`src/rtl/cfg_pump_pkg.sv`:
```
package cfg_pump_pkg;

  // Ratio code: number of strobes per bus word is 2**ratio.
  localparam int RATIO_W = 2;
  localparam int CNT_W   = (1 << RATIO_W) - 1;

  typedef struct packed {
    logic               ok;
    logic               wide;
    logic [RATIO_W-1:0] ratio;
  } pump_mode_t;

  typedef enum logic [1:0] {
    KIND_PLAIN = 2'd0,
    KIND_ENC   = 2'd1,
    KIND_COMP  = 2'd2,
    KIND_BAD   = 2'd3
  } pump_kind_e;

endpackage

```
`src/rtl/cfg_rst_sync.sv`:
```
module cfg_rst_sync (
  input  logic clk,
  input  logic rst_n,
  output logic rst_n_sync
);

  logic stage_q;
  logic out_q;

  always_ff @(posedge clk or negedge rst_n) begin
    if (!rst_n) begin
      stage_q <= 1'b0;
      out_q   <= 1'b0;
    end else begin
      stage_q <= 1'b1;
      out_q   <= stage_q;
    end
  end

  assign rst_n_sync = out_q;

endmodule

```
`src/rtl/cfg_mode_decode.sv`:
```
module cfg_mode_decode
  import cfg_pump_pkg::*;
#(
  parameter int SEL_W = 5
) (
  input  logic [SEL_W-1:0] sel,
  output pump_mode_t       mode
);

  logic       hi_clear;
  pump_kind_e kind;

  generate
    if (SEL_W > 4) begin : g_hi_bits
      assign hi_clear = ~|sel[SEL_W-1:4];
    end else begin : g_no_hi_bits
      assign hi_clear = 1'b1;
    end
  endgenerate

  assign kind = pump_kind_e'(sel[1:0]);

  always_comb begin
    mode.ok   = hi_clear && (kind != KIND_BAD);
    mode.wide = sel[3];
    if (sel[3]) begin
      unique case (kind)
        KIND_PLAIN: mode.ratio = 2'd0;
        KIND_ENC:   mode.ratio = 2'd2;
        KIND_COMP:  mode.ratio = 2'd3;
        default:    mode.ratio = 2'd0;
      endcase
    end else begin
      unique case (kind)
        KIND_PLAIN: mode.ratio = 2'd0;
        KIND_ENC:   mode.ratio = 2'd1;
        KIND_COMP:  mode.ratio = 2'd2;
        default:    mode.ratio = 2'd0;
      endcase
    end
  end

endmodule

```
`src/rtl/cfg_byte_mask.sv`:
```
module cfg_byte_mask #(
  parameter int WORD_W = 32,
  localparam int LANES  = WORD_W / 8,
  localparam int BIDX_W = $clog2(LANES)
) (
  input  logic [WORD_W-1:0] din,
  input  logic [BIDX_W-1:0] nbytes,
  output logic [WORD_W-1:0] dout
);

  logic [BIDX_W:0] nb_ext;
  logic            full_word;

  assign nb_ext    = {1'b0, nbytes};
  assign full_word = (nbytes == '0);

  generate
    for (genvar i = 0; i < LANES; i++) begin : g_lane
      localparam logic [BIDX_W:0] LANE_IDX = (BIDX_W + 1)'(i);
      logic keep;
      assign keep = full_word || (LANE_IDX < nb_ext);
      assign dout[8*i +: 8] = keep ? din[8*i +: 8] : 8'h00;
    end
  endgenerate

endmodule

```
`src/rtl/cfg_lane_seq.sv`:
```
module cfg_lane_seq
  import cfg_pump_pkg::*;
#(
  parameter int WORD_W = 32,
  localparam int HALF_W = WORD_W / 2
) (
  input  logic              clk,
  input  logic              rst_n,
  input  logic              load,
  input  logic [WORD_W-1:0] load_word,
  input  pump_mode_t        load_mode,
  output logic              busy,
  output logic [WORD_W-1:0] bus_data,
  output logic              bus_dclk,
  output logic              bus_wide
);

  logic               busy_q, busy_d;
  logic               phase_q, phase_d;
  logic [CNT_W-1:0]   cnt_q, cnt_d;
  logic               slice_q, slice_d;
  logic               wide_q, wide_d;
  logic [RATIO_W-1:0] ratio_q, ratio_d;
  logic [WORD_W-1:0]  word_q;
  logic               word_ce;

  logic [CNT_W:0]     cnt_limit;
  logic               cnt_last;
  logic               slice_last;

  assign cnt_limit  = ((CNT_W + 1)'(1) << ratio_q) - (CNT_W + 1)'(1);
  assign cnt_last   = ({1'b0, cnt_q} == cnt_limit);
  assign slice_last = wide_q || slice_q;
  assign word_ce    = load && !busy_q;

  // Next-state process
  always_comb begin
    busy_d  = busy_q;
    phase_d = phase_q;
    cnt_d   = cnt_q;
    slice_d = slice_q;
    wide_d  = wide_q;
    ratio_d = ratio_q;
    if (!busy_q) begin
      if (load) begin
        busy_d  = 1'b1;
        phase_d = 1'b0;
        cnt_d   = '0;
        slice_d = 1'b0;
        wide_d  = load_mode.wide;
        ratio_d = load_mode.ratio;
      end
    end else begin
      phase_d = ~phase_q;
      if (phase_q) begin
        if (cnt_last) begin
          cnt_d = '0;
          if (slice_last) begin
            busy_d = 1'b0;
          end else begin
            slice_d = 1'b1;
          end
        end else begin
          cnt_d = cnt_q + 1'b1;
        end
      end
    end
  end

  // Control registers
  always_ff @(posedge clk or negedge rst_n) begin
    if (!rst_n) begin
      busy_q  <= 1'b0;
      phase_q <= 1'b0;
      cnt_q   <= '0;
      slice_q <= 1'b0;
      wide_q  <= 1'b0;
      ratio_q <= '0;
    end else begin
      busy_q  <= busy_d;
      phase_q <= phase_d;
      cnt_q   <= cnt_d;
      slice_q <= slice_d;
      wide_q  <= wide_d;
      ratio_q <= ratio_d;
    end
  end

  // Data holding register with explicit clock enable
  always_ff @(posedge clk or negedge rst_n) begin
    if (!rst_n) begin
      word_q <= '0;
    end else if (word_ce) begin
      word_q <= load_word;
    end
  end

  logic [HALF_W-1:0] half_sel;
  assign half_sel = slice_q ? word_q[WORD_W-1:HALF_W] : word_q[HALF_W-1:0];

  always_comb begin
    if (!busy_q) begin
      bus_data = '0;
    end else if (wide_q) begin
      bus_data = word_q;
    end else begin
      bus_data = {{(WORD_W - HALF_W){1'b0}}, half_sel};
    end
  end

  assign busy     = busy_q;
  assign bus_dclk = busy_q && phase_q;
  assign bus_wide = wide_q;

endmodule

```
`src/rtl/cfg_data_pump.sv`:
```
module cfg_data_pump
  import cfg_pump_pkg::*;
#(
  parameter int WORD_W = 32,
  parameter int SEL_W  = 5,
  localparam int BIDX_W = $clog2(WORD_W / 8)
) (
  input  logic              clk,
  input  logic              rst_n,
  input  logic              xfer_en,
  input  logic [SEL_W-1:0]  mode_sel,
  input  logic              wr_valid,
  input  logic [WORD_W-1:0] wr_data,
  input  logic [BIDX_W-1:0] wr_bytes,
  output logic              wr_ready,
  output logic              mode_err,
  output logic [WORD_W-1:0] bus_data,
  output logic              bus_dclk,
  output logic              bus_wide
);

  logic              rst_n_int;
  pump_mode_t        cur_mode;
  logic [WORD_W-1:0] masked_word;
  logic              seq_busy;
  logic              accept;

  cfg_rst_sync u_rst (
    .clk        (clk),
    .rst_n      (rst_n),
    .rst_n_sync (rst_n_int)
  );

  cfg_mode_decode #(.SEL_W(SEL_W)) u_dec (
    .sel  (mode_sel),
    .mode (cur_mode)
  );

  cfg_byte_mask #(.WORD_W(WORD_W)) u_mask (
    .din    (wr_data),
    .nbytes (wr_bytes),
    .dout   (masked_word)
  );

  assign wr_ready = rst_n_int && xfer_en && cur_mode.ok && !seq_busy;
  assign accept   = wr_valid && wr_ready;
  assign mode_err = !cur_mode.ok;

  cfg_lane_seq #(.WORD_W(WORD_W)) u_seq (
    .clk       (clk),
    .rst_n     (rst_n_int),
    .load      (accept),
    .load_word (masked_word),
    .load_mode (cur_mode),
    .busy      (seq_busy),
    .bus_data  (bus_data),
    .bus_dclk  (bus_dclk),
    .bus_wide  (bus_wide)
  );

endmodule

```
`config.mk`:
```
export PLATFORM = sky130hd
export DESIGN_NAME = cfg_data_pump
export DESIGN_NICKNAME = d
export VERILOG_FILES = /design/src/rtl/cfg_pump_pkg.sv /design/src/rtl/cfg_rst_sync.sv /design/src/rtl/cfg_mode_decode.sv /design/src/rtl/cfg_byte_mask.sv /design/src/rtl/cfg_lane_seq.sv /design/src/rtl/cfg_data_pump.sv
export SDC_FILE = /design/constraint.sdc
export NUM_CORES = 1
export LEC_CHECK = 0
export BUFFER_PORTS_ARGS = -buffer_cell sky130_fd_sc_hd__buf_2
export CAP_MARGIN = 10
export CORE_ASPECT_RATIO = 1.1
export CORE_MARGIN = 2
export CORE_UTILIZATION = 40
export CTS_CLUSTER_DIAMETER = 80
export DETAILED_ROUTE_END_ITERATION = 10
export HOLD_SLACK_MARGIN = 0.08
export PLACE_DENSITY = 0.73
export SKIP_CTS_REPAIR_TIMING = 1
export SLEW_MARGIN = 20
export SYNTH_ARGS = -nofsm -noshare
export SYNTH_HDL_FRONTEND = slang
export SYNTH_SLANG_ARGS = --single-unit
```
`constraint.sdc`:
```
create_clock -name clk -period 2.25 [get_ports clk]
set_input_delay 0.3375 -clock clk [delete_from_list [all_inputs] [get_ports clk]]
set_output_delay 0.3375 -clock clk [all_outputs]
set_load 0.02 [all_outputs]
```
==> flow_metrics.tcl <==
set metrics [dict create \
    seq_area_sq_um 1080 \
    nFillCells 582 \
    cts_root_buf "clkbuf_8" \
    grt_setup_unrepaired "no" \
    clk_path_buf_depth 2 \
    die_h_microns 83.5 \
    synth_area_sq_um 2300 \
    status "finished clean" \
    relSlewSlack_pct 60.0 \
    grt_overflow 0 \
    r2r_start "u_seq.busy$_DFF_PN0_" \
    r2r_end "u_seq.busy$_DFF_PN0_" \
    grt_max_degree 42 \
    hpwlAfterDp_microns 3890 \
    ys_top_cells_by_area "dfrtp_1 (47%), nand2_1 (18%), nand3b_1 (5.6%)" \
    cp_num_buf_inv 2 \
    core_sq_um 5470 \
    fmax_mhz 478 \
    yosysSeqAreaShare_pct 46.8 \
    synth-seq-cells 43 \
    synth_fp_nets 326 \
    vias_per_cell 4.86 \
    path_depth 3 \
    period_minus_slack_ns 2.09 \
    grt_pass1_wl_microns 9220 \
    synth.distinct_cells 30 \
    slew_viol_final 0 \
    layout.cells.non_filler 427 \
    syn-instance-count 277 \
    ant_nets 0 \
    final_cell_mix "nand2_1 (112), buf_2 (77), dfrtp_1 (42), and3_1 (17), nand3b_1 (17)" \
    power_w 0.00292 \
    nNetsFinal 400 \
    leakagePower_nw 1.62 \
    dp.cells 418 \
    setup_violations 0 \
    hold_class "primary input to flip-flop" \
    drv_cap 0 \
    start_kind "flip-flop" \
    synth_edf_count 0 \
    post-route-drc-count 0 \
    htree_num_levels 2 \
    crit_start "u_seq.busy$_DFF_PN0_" \
    ys.flop_type "dfrtp_1" \
    port-buffer-count 77 \
    routedWlPerCell_microns 12.7 \
    die_x_microns 76.3 \
    worstSetupEndpointType "output pin" \
    hold_viol_final 0 \
    area_growth_pct 23.6 \
    clk_latency_ns 0.29 \
    crit_arrival_ns 1.75 \
    routabilityCongestion 0.800 \
    r2r_slack_ns 0.54 \
    peakVddDrop_mv 0.422 \
    firstDrtPassIters 4 \
    path_cells "buf_4, a21boi_0, buf_2" \
    hold_depth 3 \
    cp-endpoint "bus_data[1]" \
    hp-start "wr_data[2]" \
    powerDensity_nw_per_um2 1030 \
    async_reset_ff_share_pct 100 \
    cts.clk_slew.worst_paths_ns 0.08 \
    crit_required_ns 1.91 \
    ioPinCount 79 \
    grt_use_total_pct 17.7 \
    avgSynthCellArea_sq_um 8.29 \
    multi_input_area_sq_um 1090 \
    slowest_stage "dfrtp_1" \
    n_antenna_cell 0 \
    initial_utilization_pct 42.0 \
    worst-setup-path-type "flip-flop to output pin" \
    die_area_sq_um 6370 \
    drtIter0Drc 159 \
    cts_tree "yes" \
    period_share_pct 93.0 \
    worst_slew_pin_slew_ns 0.601 \
    yosysWarningCount 0 \
    cp_max_fo 21 \
    r2r_cells 5 \
    fin_skew_ns 0.00179 \
    drt-total-wl_microns 5430 \
    numCtsBuffers 5 \
    cts.sinks 43 \
    yosys.area.top_type "dfrtp_1" \
    grt_pass1_vias 2063 \
    antenna_found_initial 0 \
    tns_ns 0 \
    final_common_cell "nand2_1" \
    cpPeakStageDelay_ns 0.73 \
    vias 2077 \
    rows 28 \
    drive_gt1_share_pct 26.7 \
    yosys.area.top_type_share_pct 46.8 \
    critPathTopFamily "flip-flops" \
]
==> worst min-delay path by stage <==
stage / end / slack, ns
2_1_floorplan: u_rst.rst_n_sync$_DFF_PN0_ / 0.04
3_3_place_gp: u_rst.stage_q$_DFF_PN0_ / 0.12
3_5_place_dp: u_rst.stage_q$_DFF_PN0_ / 0.12
4_1_cts: u_rst.rst_n_sync$_DFF_PN0_ / -0.20
5_1_grt: u_seq.word_q[6]$_DFFE_PN0P_ / 0.22
6_report: u_seq.word_q[2]$_DFFE_PN0P_ / 0.23
==> area by class of cell <==
type                       instances  area share (%)
timing repair buffer              86            16.0
clock buffer                       8            3.53
inverter                           7           0.926
sequential                        43            37.9
tap                               75            3.31
multi-input combinational        208            38.3
==> layer usage <==
layer	vias to the layer above	global-route usage, %	routed length [microns]
met4	0	6.28	76
li1	1043	-	-
met3	8	4.33	301
met2	56	30.2	2610
met1	970	21.9	2440
met5	-	0	0
==> worst reg2reg max path, delay by kind of cell, from the launching register on <==
kind                   cells  cell delay [ns]
DFF                        1             0.61
and+or+nand+nor            3             0.54
AOI/OAI and AO/OA          1             0.15
buffers and inverters      1             0.35
==> registers in the layout, indices dropped and copies added, names as in the netlist <==
| signal | cells |
|---|---|
| u_seq.busy | 1 |
| u_seq.ratio_q | 2 |
| u_rst.stage_q | 1 |
| u_seq.bus_wide | 1 |
| u_seq.cnt_q | 3 |
| u_seq.phase_q | 1 |
| u_rst.rst_n_sync | 1 |
| u_seq.word_q | 32 |
| u_seq.slice_q | 1 |
==> power breakdown <==
part	switching (W)	internal [W]	total (W)
combinational	0.000670	0.000439	0.00111
sequential	0.000236	0.00104	0.00128
clock	0.000249	0.000280	0.000530
total	0.00116	0.00176	0.00292
==> Yosys cell counts, types with 2 or more instances <==
| cell | instances |
|---|---|
| nor3_1 | 2 |
| a21boi_0 | 14 |
| nand3b_1 | 17 |
| nand4_1 | 2 |
| clkbuf_1 | 9 |
| nand2_1 | 112 |
| xnor2_1 | 2 |
| buf_6 | 4 |
| inv_1 | 7 |
| buf_2 | 5 |
| nor2_1 | 5 |
| dfrtp_1 | 43 |
| mux2i_1 | 2 |
| and3_1 | 17 |
| a21boi_1 | 2 |
| nand3_1 | 11 |
| ha_1 | 6 |
| o21ai_0 | 5 |
==> stage by stage <==
stage | hold slack [ns] | setup WS, ns | area, sq um | utilization [%]
2_1_floorplan | 0.0419 | 0.140 | 2300 | -
3_3_place_gp | 0.123 | 0.506 | 2730 | 49.9
3_5_place_dp | 0.125 | 0.485 | 2730 | 49.9
4_1_cts | -0.199 | 0.156 | 2830 | 51.8
5_1_grt | 0.224 | 0.0509 | 2840 | 51.9
6_report | 0.233 | 0.158 | 2840 | 51.9
==> logic make-up after synthesis <==
family	synth area share, %
xor gates and xnor gates	0.763
and+or+nand+nor	34.6
buffers and inverters	5.88
muxes	0.871
other	0.163
DFF	46.8
AOI/OAI and AO/OA	7.57
adders and majority gates	3.27
Power figures use the tool's default switching activity.
